File: src/rtl/sercfg_pkg.sv
package sercfg_pkg;

  // Which level of the combined output-enable/reset pin means "reset".
  typedef enum logic {
    RST_ACT_LOW  = 1'b0,
    RST_ACT_HIGH = 1'b1
  } rst_pol_e;

  // True when the pin level is in its reset sense for the given polarity.
  function automatic logic pol_asserted(rst_pol_e pol, logic pin);
    return (pol == RST_ACT_HIGH) ? pin : ~pin;
  endfunction

endpackage

File: src/rtl/sercfg_addr_ctr.sv
module sercfg_addr_ctr #(
  parameter int unsigned DEPTH = 16,
  localparam int unsigned AW   = $clog2(DEPTH)
) (
  input  logic          clk_i,
  input  logic          rst_ni,
  input  logic          clr_i,
  input  logic          adv_i,
  output logic [AW-1:0] cnt_o,
  output logic          tc_o
);

  localparam logic [AW-1:0] LAST = AW'(DEPTH - 1);

  logic [AW-1:0] cnt_q, cnt_d;
  logic          tc_q, tc_d;
  logic          ld_en;

  // Next-state logic: clear has priority; counting stops at terminal count.
  always_comb begin
    cnt_d = cnt_q;
    tc_d  = tc_q;
    ld_en = 1'b0;
    if (clr_i) begin
      cnt_d = '0;
      tc_d  = 1'b0;
      ld_en = 1'b1;
    end else if (adv_i && !tc_q) begin
      ld_en = 1'b1;
      if (cnt_q == LAST) begin
        tc_d = 1'b1;
      end else begin
        cnt_d = cnt_q + 1'b1;
      end
    end
  end

  always_ff @(posedge clk_i or negedge rst_ni) begin
    if (!rst_ni) begin
      cnt_q <= '0;
      tc_q  <= 1'b0;
    end else if (ld_en) begin
      cnt_q <= cnt_d;
      tc_q  <= tc_d;
    end
  end

  assign cnt_o = cnt_q;
  assign tc_o  = tc_q;

endmodule

File: src/rtl/sercfg_store.sv
module sercfg_store #(
  parameter int unsigned DEPTH = 16,
  localparam int unsigned AW   = $clog2(DEPTH)
) (
  input  logic          clk_i,
  input  logic          wr_en_i,
  input  logic [AW-1:0] wr_addr_i,
  input  logic          wr_bit_i,
  input  logic [AW-1:0] rd_addr_i,
  output logic          rd_bit_o
);

  logic [DEPTH-1:0] mem_bits;

  // One flop per stored bit, each with its own decoded clock enable.
  // Indices at or above DEPTH match no cell and are dropped.
  for (genvar i = 0; i < DEPTH; i++) begin : g_cell
    logic cell_q;
    logic cell_en;

    assign cell_en = wr_en_i && (wr_addr_i == AW'(i));

    always_ff @(posedge clk_i) begin
      if (cell_en) begin
        cell_q <= wr_bit_i;
      end
    end

    assign mem_bits[i] = cell_q;
  end

  assign rd_bit_o = mem_bits[rd_addr_i];

endmodule

File: src/rtl/sercfg_out_gate.sv
module sercfg_out_gate (
  input  logic ce_ni,
  input  logic oe_act_i,
  input  logic tc_i,
  input  logic bit_i,
  output logic data_o,
  output logic data_oe_o,
  output logic ceo_no
);

  logic drive;

  // Drive only when selected, enabled and still inside the image.
  assign drive     = !ce_ni && oe_act_i && !tc_i;
  assign data_oe_o = drive;
  assign data_o    = drive & bit_i;
  assign ceo_no    = !tc_i;

endmodule

File: src/rtl/sercfg_mem.sv
module sercfg_mem
  import sercfg_pkg::*;
#(
  parameter int unsigned DEPTH   = 16,
  parameter rst_pol_e    RST_POL = RST_ACT_LOW,
  localparam int unsigned AW     = $clog2(DEPTH)
) (
  input  logic          clk_i,
  input  logic          rst_ni,
  input  logic          ce_ni,
  input  logic          oe_rst_i,
  input  logic          ld_we_i,
  input  logic [AW-1:0] ld_addr_i,
  input  logic          ld_bit_i,
  output logic          data_o,
  output logic          data_oe_o,
  output logic          ceo_no
);

  logic          rst_act;
  logic [AW-1:0] cnt_q;
  logic          tc_q;
  logic          rd_bit;
  logic          wr_en;

  assign rst_act = pol_asserted(RST_POL, oe_rst_i);
  assign wr_en   = ld_we_i && rst_act;

  sercfg_addr_ctr #(.DEPTH(DEPTH)) u_ctr (
    .clk_i  (clk_i),
    .rst_ni (rst_ni),
    .clr_i  (rst_act),
    .adv_i  (!ce_ni),
    .cnt_o  (cnt_q),
    .tc_o   (tc_q)
  );

  sercfg_store #(.DEPTH(DEPTH)) u_mem (
    .clk_i     (clk_i),
    .wr_en_i   (wr_en),
    .wr_addr_i (ld_addr_i),
    .wr_bit_i  (ld_bit_i),
    .rd_addr_i (cnt_q),
    .rd_bit_o  (rd_bit)
  );

  sercfg_out_gate u_out (
    .ce_ni     (ce_ni),
    .oe_act_i  (!rst_act),
    .tc_i      (tc_q),
    .bit_i     (rd_bit),
    .data_o    (data_o),
    .data_oe_o (data_oe_o),
    .ceo_no    (ceo_no)
  );

endmodule

File: config.mk
export PLATFORM = sky130hd
export DESIGN_NAME = sercfg_mem
export DESIGN_NICKNAME = d
export VERILOG_FILES = /design/src/rtl/sercfg_pkg.sv /design/src/rtl/sercfg_addr_ctr.sv /design/src/rtl/sercfg_store.sv /design/src/rtl/sercfg_out_gate.sv /design/src/rtl/sercfg_mem.sv
export SDC_FILE = /design/constraint.sdc
export NUM_CORES = 1
export LEC_CHECK = 0
export BUFFER_PORTS_ARGS = -buffer_cell sky130_fd_sc_hd__buf_2
export CAP_MARGIN = 20
export CORE_UTILIZATION = 55
export DETAILED_ROUTE_END_ITERATION = 8
export PLACE_DENSITY = 0.88
export SLEW_MARGIN = 20
export SYNTH_ARGS = -nofsm -noshare
export SYNTH_HDL_FRONTEND = slang
export SYNTH_HIERARCHICAL = 1
export SYNTH_SLANG_ARGS = --single-unit
File: constraint.sdc
create_clock -name clk_i -period 2.2 [get_ports clk_i]
set_clock_uncertainty 0.15 [all_clocks]
set_input_delay 0.44 -clock clk_i [delete_from_list [all_inputs] [get_ports clk_i]]
set_output_delay 0.44 -clock clk_i [all_outputs]
set_load 0.02 [all_outputs]
After elaboration in Yosys (flattened, before gate mapping) --
Cells that the tools add are included.
Word-level totals: bits in registers 21, logic and storage cells 76, bits of input ports 10, output and inout bits 3
Cells by class: add/subtract/negate cells 1, reduce and logical (&&, ||, !) cells 25, order comparisons 1, bitwise operators 2, equal/unequal tests 19, multiplexer cells 10
Operators with widths (count):
- 4-bit == test, second input constant | 9
- 1-bit logical AND | 20
- 4-bit by 3-bit == test with 1-bit output, second input constant | 4
- 4-bit 2-to-1 mux | 3
- 4-bit by 2-bit == test with 1-bit output, second input constant | 2
- 1-bit 2-to-1 mux | 6
- 3-bit AND reduction | 2
- 4-bit by 5-bit less-than comparator with 1-bit output, second input constant | 1
- 4-bit by 1-bit adder with 4-bit output, second input constant | 1
- 1-bit binary-select mux with 4-bit select | 1
- 4-bit by 1-bit == test with 1-bit output, second input constant | 1
- 4-bit logical NOT | 1
- 2-bit by 1-bit != test with 1-bit output, second input constant | 2
- 1-bit logical NOT | 2
- 2-bit != test, second input constant | 1
- 1-bit AND | 1
- 1-bit inverter | 1

Logic depth before layout (Yosys ltp) --
depth in word-level cells 5, gate-level depth with buffers 4, depth with buffers taken out 4

Modules after synthesis --
Netlist, hierarchy kept.
Modules (own cells, without submodules):
- sercfg_store | times used 1, cells an instance 46, sequential area each 480.5 µm², area each 725.7 µm²
- sercfg_addr_ctr | times used 1, cells an instance 23, sequential area each 125.1 µm², area each 246.5 µm²
- sercfg_out_gate | times used 1, cells an instance 3, sequential area each 0.0 µm², area each 23.8 µm²
- sercfg_mem | times used 1, cells an instance 3, sequential area each 0.0 µm², area each 13.8 µm²

Worst setup path after synthesis --
No wires, ideal clock.
path type reg2out, from register u_ctr.cnt_q[0] (netlist: u_ctr/cnt_o[0]), to output port data_o, data required time 1.610 ns, arrival 1.488 ns, cell stages (with the launch flop) 5, path buffers 0, setup slack 0.122 ns, path through dfrtp_1 mux4_1 mux2i_1 mux2i_1 and4bb_2
Between the ends: longest elaborated chain between the ends 3
RTL lines:
- start, declared | line sercfg_addr_ctr.sv:15 | logic [AW-1:0] cnt_q, cnt_d;
- start signal, assigned | line sercfg_addr_ctr.sv:43 | cnt_q <= cnt_d;
- 1-bit binary-select mux with 4-bit select | line sercfg_store.sv:32 | assign rd_bit_o = mem_bits[rd_addr_i];
- 1-bit 2-to-1 mux (not written as such) | line sercfg_store.sv:32
- net rd_bit | line sercfg_mem.sv:23 | logic rd_bit;
- 1-bit AND | line sercfg_out_gate.sv:16 | assign data_o = drive & bit_i;
- end, declared | line sercfg_mem.sv:15 | output logic data_o,
The timed path passes the listed nets, and every way through them passes these cells. The select of a mux whose other input is x is not followed.

Worst setup path in the final report --
Same ends and word-level chain as after synthesis.

==> results.sh <==
export IMPL_wl_per_cell_um=15.6
export IMPL_cpPeakStageDelay_ns=0.52
export IMPL_worst_skew_pair_later_pin_latency_ns=0.29
export IMPL_element_type_at_the_critical_path_end="output pin"
export IMPL_gp_congestion=0.764
export IMPL_num_antenna_cells=0
export IMPL_slowest_cell_on_crit_path="sky130_fd_sc_hd__mux4_2"
export IMPL_clock_sinks=21
export IMPL_detail_route_vias_per_cell=5.73
export IMPL_final_min_period_over_clock_period_pct=112
export IMPL_worstPathCellList="mux4_2 -> mux2i_1 -> mux2i_1 -> and4bb_2 -> buf_6"
export IMPL_power_per_cell_area_nw_per_um2=598
export IMPL_tritoncts_num_buffers=3
export IMPL_ys_ff_latch=21
export IMPL_cap_violations=0
export IMPL_timing_rr_end="u_ctr/cnt_o[0]"
export IMPL_grt_pass1_vias=698
export IMPL_multi_input_area_um2=370
export IMPL_critical_path_top_delay_family="multiplexers"
export IMPL_drt_initial_drc_count=33
export IMPL_peakVddDrop_mv=0.412
export IMPL_tritoncts_clock_tree="built"
export IMPL_final_hold_violation_count=0
export IMPL_placed_area_um2=1110
export IMPL_critPathRequiredTime_ns=1.61
export IMPL_clk_root_buffer_cell="sky130_fd_sc_hd__clkbuf_4"
export IMPL_drive_gt1_share_pct=26.6
export IMPL_die_h_um=44.8
export IMPL_timing_hold_worst_class="primary input to async pin"
export IMPL_number_of_antenna_violations_at_the_first_check_in_global_routing=0
export IMPL_drt_wl_total_um=1850
export IMPL_grt_util_all_layers_pct=21.7
export IMPL_layoutNonFillerInstCount=119
export IMPL_deepest_level_of_the_cts_h_tree=1
export IMPL_area_growth_syn_to_layout_pct=13.4
export IMPL_post_route_drc_count=0
export IMPL_register_area_um2=607
export IMPL_rsz0062_at_grt="true"
export IMPL_slew_at_the_pin_with_the_worst_max_slew_slack_ns=0.388
export IMPL_timing_final_crit_period_ns=2.46
export IMPL_place_inst=113
export IMPL_finalWorstSetupSlack_ns=-0.262
export IMPL_crit_buf_inv=1
export IMPL_worstSetupStartpointType="register"
export IMPL_layout_cell_area_non_filler_um2=1140
export IMPL_synth_seq_area_share_pct=60.0
export IMPL_tritonroute_pass_1_iters=4
export IMPL_layout_nets=106
export IMPL_num_rows=15
export IMPL_reg2reg_setup_slack_ns=0.30
export IMPL_clock_fmax_mhz=406
export IMPL_floorplan_initialDensity_pct=58.5
export IMPL_synthesis_area_per_instance_um2=13.5
export IMPL_distinct_cells_synth=23
export IMPL_finalSetupViolations=1
export IMPL_timing_critical_path_mode_cell="sky130_fd_sc_hd__mux2i_1"
export IMPL_floorplan_die_area_um2=2010
export IMPL_top_level_ports=13
export IMPL_groute_layer_met2_usage_pct=40.3
export IMPL_finalPower_mw=0.685
export IMPL_timing_critical_path_fanout_max=5
export IMPL_postSynthNetCount=86
export IMPL_gr_usage_met1_pct=23.1
export IMPL_grt_first_pass_wirelength_um=2980
export IMPL_place_detailed_hpwl_um=1300
export IMPL_grt_max_degree=17
export IMPL_yosys_warnings=6
export IMPL_syn_instance_count=75
export IMPL_top_usage_layer="met2"
export IMPL_floorplan_die_width_um=44.8
export IMPL_drt_antenna_violating_nets=0
export IMPL_clk_transition_reported_paths_ns=0.11
export IMPL_crit_type="register to output pin"
export IMPL_timing_slew_headroom_pct=74.1
export IMPL_cts_buffer_depth=2
export IMPL_grtUsageMet3_pct=2.80
export IMPL_static_leakage_power_nw=0.405
export IMPL_dr_total_vias=682
export IMPL_post_synth_design_cell_area_um2=1010
export IMPL_n_fill_cell=153
export IMPL_floorplan_core_area_um2=1730
export IMPL_rr_worst_depth=6
export IMPL_arrival_ns=1.87
export IMPL_failed_checks="setup timing"
export IMPL_numPortBuffers=12
export IMPL_critical_path_reg2reg_startpoint="u_ctr/cnt_o[0]"
export IMPL_grt_overflow_total=0
export IMPL_finalMaxSlewViolations=0
export IMPL_outcome="finished, violations left"
[power by group]
part | internal, mW | switching (mW)
logic | 0.0324 | 0.0355
clock network | 0.0706 | 0.105
registers | 0.433 | 0.00738
total | 0.536 | 0.148
[flip-flops by register name, summed over array words and instances (netlist names)]
name / flops
u_ctr/cnt_o: 4
u_ctr/tc_o: 1
u_mem/g_cell.cell_q: 16
[what timing repair did]
item / in CTS / in global routing
hold endpoints to repair: 5 / 0
endpoints found under the setup margin: 1 / 1
resized for setup: 7 / 0
pin swaps: 1 / 0
setup buffers: 1 / 0
hold buffers: 1 / 0
gates cloned: 0 / 0
[cells by family after synthesis]
| kind of cell | after synthesis | share of synthesized area [%] |
|---|---|---|
| AND/OR/NAND/NOR | 32 | 17.6 |
| flip-flops | 21 | 60.0 |
| adder cells (fa/ha/maj) | 1 | 1.24 |
| AO/OA/AOI/OAI | 9 | 5.95 |
| multiplexers | 7 | 13.4 |
| buffers and inverters | 5 | 1.86 |
[cell type report]
cell class	count	area share, %
multi-input cells	49	32.3
clock buffers	4	2.30
flip-flops and latches	21	53.0
inverters	5	1.64
well taps	25	2.73
repair buffers	15	7.98
[through the flow]
stage	setup WS [ns]	TNS [ns]	util [%]	hold slack [ns]
2_1_floorplan	0.122	0	-	-0.00559
3_3_place_gp	-0.000977	-0.000977	64.2	0.115
3_5_place_dp	-0.0669	-0.0669	64.2	0.116
4_1_cts	-0.289	-0.289	66.3	0.314
5_1_grt	-0.378	-0.378	66.3	0.344
6_report	-0.262	-0.262	66.3	0.335
[cell usage in the layout (no fill, tap or decap)]
| master | netlist | final |
|---|---|---|
| sky130_fd_sc_hd__or3b_1 | 1 | 1 |
| sky130_fd_sc_hd__clkbuf_4 | 0 | 3 |
| sky130_fd_sc_hd__buf_4 | 0 | 2 |
| sky130_fd_sc_hd__o311ai_0 | 2 | 2 |
| sky130_fd_sc_hd__clkbuf_1 | 0 | 1 |
| sky130_fd_sc_hd__edfxtp_1 | 16 | 16 |
| sky130_fd_sc_hd__o21ai_0 | 2 | 2 |
| sky130_fd_sc_hd__nor3b_1 | 1 | 1 |
| sky130_fd_sc_hd__or3_1 | 1 | 1 |
| sky130_fd_sc_hd__nor3_1 | 4 | 4 |
| sky130_fd_sc_hd__a21oi_1 | 3 | 3 |
| sky130_fd_sc_hd__nand3_1 | 2 | 2 |
| sky130_fd_sc_hd__mux2i_1 | 3 | 3 |
| sky130_fd_sc_hd__nand2b_1 | 3 | 3 |
| sky130_fd_sc_hd__buf_6 | 0 | 1 |
| sky130_fd_sc_hd__dfrtp_2 | 0 | 1 |
| sky130_fd_sc_hd__and4bb_2 | 1 | 1 |
| sky130_fd_sc_hd__dlygate4sd3_1 | 0 | 1 |
| sky130_fd_sc_hd__or3b_2 | 1 | 1 |
| sky130_fd_sc_hd__o41ai_1 | 2 | 2 |
| sky130_fd_sc_hd__mux4_2 | 0 | 4 |
| sky130_fd_sc_hd__dfrtp_1 | 5 | 4 |
| sky130_fd_sc_hd__buf_2 | 0 | 11 |
| sky130_fd_sc_hd__and3_4 | 1 | 1 |
| sky130_fd_sc_hd__nand3b_1 | 2 | 2 |
| sky130_fd_sc_hd__inv_1 | 5 | 5 |
| sky130_fd_sc_hd__nor2b_1 | 1 | 1 |
| sky130_fd_sc_hd__ha_1 | 1 | 1 |
| sky130_fd_sc_hd__nand2_1 | 1 | 1 |
| sky130_fd_sc_hd__nor2_1 | 13 | 13 |
[cells in the mapped netlist, drive strengths merged]
| cell type | n | area, µm² |
|---|---|---|
| nand3b | 2 | 15.0 |
| nor3b | 1 | 7.51 |
| edfxtp | 16 | 480 |
| or3b | 2 | 17.5 |
| dfrtp | 5 | 125 |
| o21ai | 2 | 10.0 |
| or3 | 1 | 6.26 |
| o311ai | 2 | 17.5 |
| nand3 | 2 | 10.0 |
| o41ai | 2 | 17.5 |
| ha | 1 | 12.5 |
| and4bb | 1 | 12.5 |
| and3 | 1 | 11.3 |
| nor3 | 4 | 20.0 |
| mux2i | 3 | 30.0 |
| a21oi | 3 | 15.0 |
| nand2b | 3 | 18.8 |
| inv | 5 | 18.8 |
| mux4 | 4 | 105 |
| nor2 | 13 | 48.8 |
| nand2 | 1 | 3.75 |
| nor2b | 1 | 6.26 |
[worst max-delay path by stage]
| stage | endpoint | slack, ns | depth (start not counted) | start |
|---|---|---|---|---|
| final | data_o | -0.26 | 5 | u_ctr/cnt_o[0] |
| after global routing | data_o | -0.38 | 5 | u_ctr/cnt_o[0] |
| after CTS | data_o | -0.29 | 5 | u_ctr/cnt_o[0] |
| after detailed placement | data_o | -0.07 | 5 | u_ctr/cnt_o[0] |
| after global placement | data_o | -0.001 | 5 | u_ctr/cnt_o[0] |
| after floorplan | data_o | 0.12 | 4 | u_ctr/cnt_o[0] |
[per-layer routing]
| metal | wire length, µm | share of wire, % | vias to the layer above |
|---|---|---|---|
| li1 | - | - | 326 |
| met5 | 0 | 0 | - |
| met4 | 31 | 1.7 | 0 |
| met2 | 982 | 53 | 27 |
| met1 | 762 | 41 | 325 |
| met3 | 74 | 4.0 | 4 |
No activity file was read; power rests on OpenSTA's default activity.
